<file path="config.mk">
export PLATFORM = sky130hd
export DESIGN_NAME = txq_chain_ctrl
export DESIGN_NICKNAME = d
export VERILOG_FILES = /design/src/rtl/txq_pkg.sv /design/src/rtl/txq_slots.sv /design/src/rtl/txq_status.sv /design/src/rtl/txq_chain_ctrl.sv
export SDC_FILE = /design/constraint.sdc
export NUM_CORES = 1
export LEC_CHECK = 0
export BUFFER_PORTS_ARGS = -buffer_cell sky130_fd_sc_hd__buf_4
export CORE_AREA = 4 4 77 79
export CTS_CLUSTER_DIAMETER = 40
export DETAILED_ROUTE_END_ITERATION = 12
export DIE_AREA = 0 0 81 83
export GPL_TIMING_DRIVEN = 1
export PLACE_DENSITY_LB_ADDON = 0.15
export SETUP_SLACK_MARGIN = 0.5
export SYNTH_ARGS = -nofsm -noshare
export SYNTH_HDL_FRONTEND = slang
export SYNTH_HIERARCHICAL = 1
export SYNTH_SLANG_ARGS = --single-unit
</file>
<file path="constraint.sdc">
create_clock -name clk -period 2.7 [get_ports clk]
set_input_delay 0.135 -clock clk [delete_from_list [all_inputs] [get_ports clk]]
set_output_delay 0.135 -clock clk [all_outputs]
set_load 0.01 [all_outputs]
</file>
<file path="src/rtl/txq_pkg.sv">
package txq_pkg;

  typedef enum logic [1:0] {
    OP_NOP    = 2'd0,
    OP_SEND   = 2'd1,
    OP_DROP   = 2'd2,
    OP_ACKCLR = 2'd3
  } txq_op_e;

  // Usable queue slots: full depth when chaining, otherwise one.
  function automatic int unsigned slot_cap(input logic chain, input int unsigned depth);
    return chain ? depth : 1;
  endfunction

  // Cycles the completion flag stays low from clear to the next show.
  function automatic int unsigned min_low_cycles(input int unsigned gap);
    return gap + 1;
  endfunction

endpackage

</file>
<file path="src/rtl/txq_slots.sv">
module txq_slots
  import txq_pkg::*;
#(
  parameter int DEPTH  = 2,
  parameter int PAGE_W = 4
) (
  input  logic              clk,
  input  logic              rst_n,
  input  logic              chain_en,
  input  logic              push,
  input  logic [PAGE_W-1:0] push_page,
  input  logic              pop,
  input  logic              launch,
  output logic              push_ok,
  output logic              push_drop,
  output logic              head_valid,
  output logic              head_busy,
  output logic [PAGE_W-1:0] head_page
);
  localparam int CNT_W = $clog2(DEPTH + 1);

  logic [DEPTH-1:0]  vld_q, sh_v, nx_v;
  logic [PAGE_W-1:0] pg_q [DEPTH];
  logic [PAGE_W-1:0] sh_p [DEPTH];
  logic [PAGE_W-1:0] nx_p [DEPTH];
  logic [CNT_W-1:0]  fill_after, cap;
  logic              busy_q;

  assign cap        = CNT_W'(slot_cap(chain_en, DEPTH));
  assign fill_after = CNT_W'($countones(sh_v));
  assign push_ok    = push & (fill_after < cap);
  assign push_drop  = push & ~push_ok;

  for (genvar i = 0; i < DEPTH; i++) begin : g_slot
    if (i + 1 < DEPTH) begin : g_mid
      assign sh_v[i] = pop ? vld_q[i+1] : vld_q[i];
      assign sh_p[i] = pop ? pg_q[i+1]  : pg_q[i];
    end else begin : g_last
      assign sh_v[i] = pop ? 1'b0 : vld_q[i];
      assign sh_p[i] = pg_q[i];
    end
    assign nx_v[i] = sh_v[i] | (push_ok && fill_after == CNT_W'(i));
    assign nx_p[i] = (push_ok && fill_after == CNT_W'(i)) ? push_page : sh_p[i];
  end

  always_ff @(posedge clk or negedge rst_n) begin
    if (!rst_n) begin
      vld_q  <= '0;
      busy_q <= 1'b0;
      for (int i = 0; i < DEPTH; i++) pg_q[i] <= '0;
    end else begin
      vld_q <= nx_v;
      for (int i = 0; i < DEPTH; i++) pg_q[i] <= nx_p[i];
      if (pop)         busy_q <= 1'b0;
      else if (launch) busy_q <= 1'b1;
    end
  end

  assign head_valid = vld_q[0];
  assign head_page  = pg_q[0];
  assign head_busy  = busy_q;
endmodule

</file>
<file path="src/rtl/txq_status.sv">
module txq_status #(
  parameter int GAP_CYC = 8
) (
  input  logic clk,
  input  logic rst_n,
  input  logic comp,
  input  logic comp_ack,
  input  logic clr,
  output logic done_q,
  output logic ack_q,
  output logic held_valid,
  output logic show_evt
);
  localparam int GAP_W = $clog2(GAP_CYC + 1);

  logic             held_q, held_ack_q;
  logic [GAP_W-1:0] gap_q;
  logic             gap_open, can_show, clr_eff, show_new, show_held, park;

  assign gap_open  = (gap_q == '0);
  assign can_show  = ~done_q & gap_open;
  assign clr_eff   = clr & done_q;
  assign show_new  = comp & can_show & ~held_q;
  assign show_held = held_q & can_show;
  assign park      = comp & ~show_new;
  assign show_evt  = show_new | show_held;

  always_ff @(posedge clk or negedge rst_n) begin
    if (!rst_n) begin
      done_q     <= 1'b0;
      ack_q      <= 1'b0;
      held_q     <= 1'b0;
      held_ack_q <= 1'b0;
      gap_q      <= '0;
    end else begin
      if (clr_eff) begin
        done_q <= 1'b0;
        gap_q  <= GAP_W'(GAP_CYC);
      end else if (!gap_open) begin
        gap_q  <= gap_q - 1'b1;
      end
      if (show_new) begin
        done_q <= 1'b1;
        ack_q  <= comp_ack;
      end else if (show_held) begin
        done_q <= 1'b1;
        ack_q  <= held_ack_q;
        held_q <= 1'b0;
      end
      if (park) begin
        held_q     <= 1'b1;
        held_ack_q <= comp_ack;
      end
    end
  end

  assign held_valid = held_q;
endmodule

</file>
<file path="src/rtl/txq_chain_ctrl.sv">
module txq_chain_ctrl
  import txq_pkg::*;
#(
  parameter int PAGE_W  = 4,
  parameter int DEPTH   = 2,
  parameter int GAP_CYC = 8
) (
  input  logic              clk,
  input  logic              rst_n,
  input  logic              chain_en,
  input  logic              irq_en,
  input  logic              cmd_valid,
  input  logic [1:0]        cmd_op,
  input  logic [PAGE_W-1:0] cmd_page,
  input  logic              token_rx,
  input  logic              tx_done,
  input  logic              tx_ack,
  output logic              start_req,
  output logic [PAGE_W-1:0] start_page,
  output logic              tx_avail,
  output logic              done_flag,
  output logic              ack_flag,
  output logic              ovf_flag,
  output logic              irq
);
  logic              cmd_send, cmd_drop, cmd_clr;
  logic              push_ok, push_drop, head_valid, head_busy;
  logic [PAGE_W-1:0] head_page;
  logic              tx_complete, pop, launch;
  logic              held_valid, show_evt, ack_raw;
  logic              start_q, ovf_q;
  logic [PAGE_W-1:0] start_page_q;

  assign cmd_send = cmd_valid && (cmd_op == OP_SEND);
  assign cmd_drop = cmd_valid && (cmd_op == OP_DROP);
  assign cmd_clr  = cmd_valid && (cmd_op == OP_ACKCLR);

  assign tx_complete = tx_done & head_busy;
  assign pop         = tx_complete | (cmd_drop & head_valid);
  assign launch      = token_rx & head_valid & ~head_busy & ~held_valid & ~cmd_drop;

  txq_slots #(.DEPTH(DEPTH), .PAGE_W(PAGE_W)) slots_i (
    .clk        (clk),
    .rst_n      (rst_n),
    .chain_en   (chain_en),
    .push       (cmd_send),
    .push_page  (cmd_page),
    .pop        (pop),
    .launch     (launch),
    .push_ok    (push_ok),
    .push_drop  (push_drop),
    .head_valid (head_valid),
    .head_busy  (head_busy),
    .head_page  (head_page)
  );

  txq_status #(.GAP_CYC(GAP_CYC)) status_i (
    .clk        (clk),
    .rst_n      (rst_n),
    .comp       (tx_complete),
    .comp_ack   (tx_ack),
    .clr        (cmd_clr),
    .done_q     (done_flag),
    .ack_q      (ack_raw),
    .held_valid (held_valid),
    .show_evt   (show_evt)
  );

  always_ff @(posedge clk or negedge rst_n) begin
    if (!rst_n) begin
      start_q      <= 1'b0;
      start_page_q <= '0;
      ovf_q        <= 1'b0;
    end else begin
      start_q <= launch;
      if (launch) start_page_q <= head_page;
      if (push_drop) ovf_q <= 1'b1;
    end
  end

  assign start_req  = start_q;
  assign start_page = start_page_q;
  assign tx_avail   = ~head_valid;
  assign ack_flag   = done_flag & ack_raw;
  assign ovf_flag   = ovf_q;
  assign irq        = done_flag & irq_en;
endmodule

</file>
==> metrics.yaml, run 1 <==
cts_tree: "built"
worstMarginPinSlew_ns: 0.468
p_sw_share_pct: 32.7
dp_cells: 194
maxCapViolCount: 0
endpoint_kind: "flop"
diodes: 0
slew-limit-headroom_pct: 68.4
pwr-share-comb_pct: 45.7
grt_pass1_wl_um: 4150
syn_area_um2: 1310
holdPathStages: 2
required_ns: 2.85
dr.pass1.iters: 3
start_util_pct: 24.4
hold_class: "in -> reg"
internal_power_uw: 1130
die_y_um: 83
use_met1_pct: 11.3
final_common_cell: "buf_4"
num-nets-final: 152
vias: 820
coreArea_um2: 5340
vias_per_cell: 4.02
cts.sinks: 25
row_count: 27
gp_congestion: 0.721
wl_per_cell_um: 11.7
slowest_stage: "and4bb_4"
grt_start_max_net_pins: 26
grt.busiest_layer: "met2"
drive_gt1_share_pct: 48.5
area_delta_synth_final_pct: 28.9
rsz0062_at_grt: "true"
grtUsageMet2_pct: 11.4
hold_violations: 0
wirelength_um: 2400
r2r_slack_ns: 0.55
io_buffer_count: 23
power_density_nw_per_um2: 997
fin_crit_sh_pct: 79.5
drv_slew: 0
synth_cells: 106
pin_count: 24
final_cells: 204
dp.final_hpwl_um: 1850
reg2reg_to: "slots_i/pg_q[0]$_DFFE_PN0P_"
p_seq_share_pct: 41.5
clkPwrFrac_pct: 12.8
layout_common_cells: "buf_4, dfrtp_1, mux2_4, inv_1, nand2_1"
setup_viol: 0
p_sw_uw: 547
finalWorstPathRequiredPeriod_ns: 2.15
critPathKind: "reg -> reg"
numCtsBuffers: 3
placed_cell_area_um2: 1540
ys_warn_count: 6
start_kind: "flop"
fin_tns_setup_ns: 0
vdd_drop_max_mv: 0.265
clk_pin_slew_ns: 0.08
min_from: "tx_ack"
drc: 0
cts_root_buf: "clkbuf_8"
fmax_ghz: 0.466
clockBufferDepth: 2
whs_ns: 0.108
power.leakage_uw: 0.000796
finalPower_uw: 1680
antenna_found_initial: 0
hold-path-endpoint: "status_i/held_ack_q$_DFFE_PN0P_"
crit_arrival_ns: 2.30
design_area_um2: 1680
status: "finished, final reports clean"
reg2regPathDepth: 8
drt_iter0_drc: 45
syn_nets: 125
grt_overflow: 0
crit_chain: "and2_4 -> a21o_4 -> mux2i_4 -> inv_2 -> ha_4 -> ha_4 -> and4bb_4 -> mux2_4"
gr-usage-all-layers_pct: 7.90
dieArea_um2: 6720
grt_pass1_vias: 844
critPathMaxStageDelay_ns: 0.39
cp_common_cell: "ha_4"
htree_levels: 1
avgSynthCellArea_um2: 12.3
ant_nets: 0
reg2reg_from: "slots_i/head_busy$_DFFE_PN0P_"
use_met3_pct: 1.08
die_w_um: 81
crit_fanout: 5
clk_latency_ns: 0.26
finClkSkew_ns: 0.00299
cell type report:
| class | instances | area [µm²] |
|---|---|---|
| Inverter | 9 | 33.8 |
| Fill cell | 577 | 3660 |
| Clock buffer | 4 | 45.0 |
| Multi-Input combinational cell | 65 | 667 |
| Sequential cell | 25 | 626 |
| Tap cell | 72 | 90.1 |
| Timing Repair Buffer | 29 | 220 |
power groups by stage:
stage / logic, µW / clock network [µW] / registers (µW)
4_1_cts: 734 / 230 / 688
6_report: 767 / 214 / 695
5_1_grt: 849 / 246 / 723
3_3_place_gp: 684 / 0 / 697
2_1_floorplan: 543 / 0 / 676
3_5_place_dp: 686 / 0 / 696
per-stage QoR:
step / worst slack, ns / utilization (%)
floorplan: 0.381 / -
global placement: 0.355 / 28.9
detailed placement: 0.320 / 28.9
CTS: 0.500 / 30.8
global route: 0.478 / 31.5
finish: 0.553 / 31.5
worst max-delay path, delay by kind of cell, from the launching register on:
family | cells | cell delay (ns)
AO/OA/AOI/OAI | 1 | 0.20
adder cells (fa/ha/maj) | 2 | 0.37
buffers and inverters | 1 | 0.06
flip-flops | 1 | 0.38
multiplexers | 2 | 0.49
AND/OR/NAND/NOR | 2 | 0.53
routing by layer:
| metal | share of wire (%) | vias to the layer above | wire [µm] |
|---|---|---|---|
| li1 | - | 416 | - |
| met1 | 50 | 387 | 1200 |
| met2 | 45 | 13 | 1080 |
| met3 | 3.0 | 4 | 73 |
| met4 | 1.8 | 0 | 42 |
| met5 | 0 | - | 0 |
flip-flops by register name (all words and copies together), names as in the netlist:
| signal | count |
|---|---|
| slots_i/vld_q | 2 |
| status_i/gap_q | 4 |
| slots_i/pg_q | 4 |
| status_i/held_ack_q | 1 |
| slots_i/head_page | 4 |
| slots_i/head_busy | 1 |
| status_i/ack_q | 1 |
| start_page | 4 |
| status_i/done_q | 1 |
| ovf_flag | 1 |
| start_req | 1 |
| status_i/held_valid | 1 |
worst max path at each step:
stage	startpoint	to	slack, ns
global placement	slots_i/head_busy$_DFFE_PN0P_	slots_i/pg_q[2]$_DFFE_PN0P_	0.35
detailed placement	slots_i/head_busy$_DFFE_PN0P_	slots_i/pg_q[0]$_DFFE_PN0P_	0.32
finish	slots_i/head_busy$_DFFE_PN0P_	slots_i/pg_q[0]$_DFFE_PN0P_	0.55
floorplan	slots_i/head_busy$_DFFE_PN0P_	slots_i/pg_q[0]$_DFFE_PN0P_	0.38
global route	slots_i/head_busy$_DFFE_PN0P_	slots_i/head_page[1]$_DFFE_PN0P_	0.48
CTS	slots_i/head_busy$_DFFE_PN0P_	slots_i/pg_q[0]$_DFFE_PN0P_	0.50
what timing repair did:
action / CTS / global route
setup buffers: 4 / 1
cloned: 0 / 0
setup endpoints to repair: 8 / 8
pin swaps: 4 / 4
hold buffers: 1 / 0
endpoints found under the hold margin: 25 / 0
resized for setup: 2 / 4
No activity file was read; power rests on OpenSTA's default activity.
==> run 2: changes to the inputs <==
- clock period: 2.7 -> 2.16 ns (I/O delays scaled with it)
==> run 2 against run 1 <==
The run now ends with negative setup slack left. Wire length up 16%. Sequential power up 23%. Final cell count up 4.4%. Power up 37%. Combinational power up 51%. Critical path type unchanged. Critical endpoint unchanged.
==> metrics.yaml, run 2 (same netlist as run 1, synthesis figures left out) <==
status: "complete, but fails checks"
failed_checks: "negative setup slack"
pin_count: 24  # unchanged
layout_common_cells: "buf_4, dfrtp_1, mux2_4, nand2_1, inv_1"
clk_pin_slew_ns: 0.09  # about the same
dp.final_hpwl_um: 2040  # +10%
fmax_ghz: 0.458  # -1.6%
wirelength_um: 2770  # +16%
row_count: 27  # unchanged
holdPathStages: 2  # unchanged
hold_class: "in -> reg"
num-nets-final: 161  # +5.9%
die_w_um: 81  # unchanged
dr.pass1.iters: 2  # -1
reg2regPathDepth: 8  # unchanged
fin_crit_sh_pct: 101  # +22 points
start_kind: "flop"
slew-limit-headroom_pct: 67.8  # -0.55 points
gr-usage-all-layers_pct: 8.98  # +1.1 points
hold_violations: 0  # unchanged
setup_viol: 8  # +8
dp_cells: 201  # +3.6%
vias: 886  # +8.0%
io_buffer_count: 23  # unchanged
power_density_nw_per_um2: 1300  # +30%
start_util_pct: 24.4  # unchanged
gp_congestion: 0.714  # -0.97%
finClkSkew_ns: 0.00663  # +0.00365 ns
drive_gt1_share_pct: 53.9  # +5.4 points
crit_arrival_ns: 2.33  # +0.03 ns
hold-path-endpoint: "slots_i/pg_q[1]$_DFFE_PN0P_"
cts_tree: "built"
antenna_found_initial: 0  # unchanged
r2r_slack_ns: -0.02  # -0.58 ns
cts_root_buf: "clkbuf_8"
drc: 0  # unchanged
final_cells: 213  # +4.4%
critPathTopFamily: "simple AND/OR/NAND/NOR gates"
crit_fanout: 5  # unchanged
clk_latency_ns: 0.26  # about the same
final.setup.worst_slack_ns: -0.0223  # -0.575 ns
die_y_um: 83  # unchanged
crit_chain: "and2_4 -> a21o_4 -> mux2i_2 -> inv_1 -> ha_4 -> ha_4 -> and4bb_4 -> mux2_4"
final_util_pct: 33.1  # +1.6 points
slowest_stage: "dfrtp_1"
worstMarginPinSlew_ns: 0.476  # +0.00807 ns
diodes: 0  # unchanged
area_delta_synth_final_pct: 35.4
cts.sinks: 25  # unchanged
fin_tns_setup_ns: -0.113  # -0.113 ns
htree_levels: 1  # unchanged
min_from: "cmd_page[1]"
finalWorstPathRequiredPeriod_ns: 2.18  # +0.0352 ns
power.leakage_uw: 0.000845  # +6.1%
ant_nets: 0  # unchanged
rsz0062_at_grt: "true"
vdd_drop_max_mv: 0.383  # +45%
coreArea_um2: 5340  # unchanged
endpoint_kind: "flop"
drt_iter0_drc: 34  # -24%
whs_ns: 0.0812  # -0.0271 ns
critPathMaxStageDelay_ns: 0.39  # about the same
post-place-ws_ns: -0.0896  # -0.410 ns
maxCapViolCount: 0  # unchanged
critPathKind: "reg -> reg"
reg2reg_from: "slots_i/head_busy$_DFFE_PN0P_"
wl_per_cell_um: 13.0  # +11%
vias_per_cell: 4.16  # +3.5%
clockBufferDepth: 2  # unchanged
final_common_cell: "buf_4"
required_ns: 2.31  # -0.54 ns
grt_pass1_wl_um: 4710  # +14%
grt_overflow: 0  # unchanged
dieArea_um2: 6720  # unchanged
numCtsBuffers: 3  # unchanged
grt_start_max_net_pins: 26  # unchanged
reg2reg_to: "slots_i/pg_q[0]$_DFFE_PN0P_"
cp_num_buf_inv: 1  # unchanged
cp_common_cell: "ha_4"
drv_slew: 0  # unchanged
grt_pass1_vias: 960  # +14%
==> run 2: layout make-up <==
cell class,instances,area [µm²]
Inverter,9,33.8
Tap cell,72,90.1
Sequential cell,25,626
Timing Repair Buffer,38,292
Multi-Input combinational cell,65,681
Fill cell,591,3570
Clock buffer,4,45.0
==> run 2: timing repair <==
action | 4_1_cts | 5_1_grt
endpoints found under the setup margin | 12 | 12
gates resized for setup | 11 | 0
buffers inserted | 7 | 0
endpoints found under the hold margin | 25 | 0
gates cloned | 0 | 0
pin swaps | 6 | 1
hold buffers | 1 | 0
==> run 2: how the worst max path moves through the flow <==
| stage | startpoint | to | depth (start not counted) |
|---|---|---|---|
| floorplan | slots_i/head_busy$_DFFE_PN0P_ | slots_i/pg_q[0]$_DFFE_PN0P_ | 9 |
| global placement | slots_i/head_busy$_DFFE_PN0P_ | slots_i/pg_q[1]$_DFFE_PN0P_ | 8 |
| detailed placement | slots_i/head_busy$_DFFE_PN0P_ | slots_i/pg_q[3]$_DFFE_PN0P_ | 8 |
| CTS | slots_i/head_busy$_DFFE_PN0P_ | slots_i/pg_q[0]$_DFFE_PN0P_ | 8 |
| global route | slots_i/head_busy$_DFFE_PN0P_ | slots_i/pg_q[1]$_DFFE_PN0P_ | 8 |
| finish | slots_i/head_busy$_DFFE_PN0P_ | slots_i/pg_q[0]$_DFFE_PN0P_ | 8 |
==> run 2: power breakdown <==
group | switching [µW] | leakage (µW) | internal, µW
logic | 438 | 0.000517 | 726
clock network | 141 | 0.0000228 | 132
registers | 168 | 0.000305 | 685
==> run 2: through the flow <==
step	instance area (µm²)	total power, µW
6_report	1770	2290
5_1_grt	1770	2480
4_1_cts	1770	2310
3_5_place_dp	1600	1840
3_3_place_gp	1600	1800
2_1_floorplan	1350	1530
==> run 2: metal layers <==
metal | track usage, % | vias to the layer above | share of wire, % | routed length [µm]
met5 | 0 | - | 0 | 0
met4 | 3.69 | 0 | 1.5 | 42
met3 | 1.95 | 4 | 3.3 | 91
met2 | 14.5 | 14 | 49 | 1360
met1 | 11.4 | 437 | 46 | 1280
li1 | - | 431 | - | -
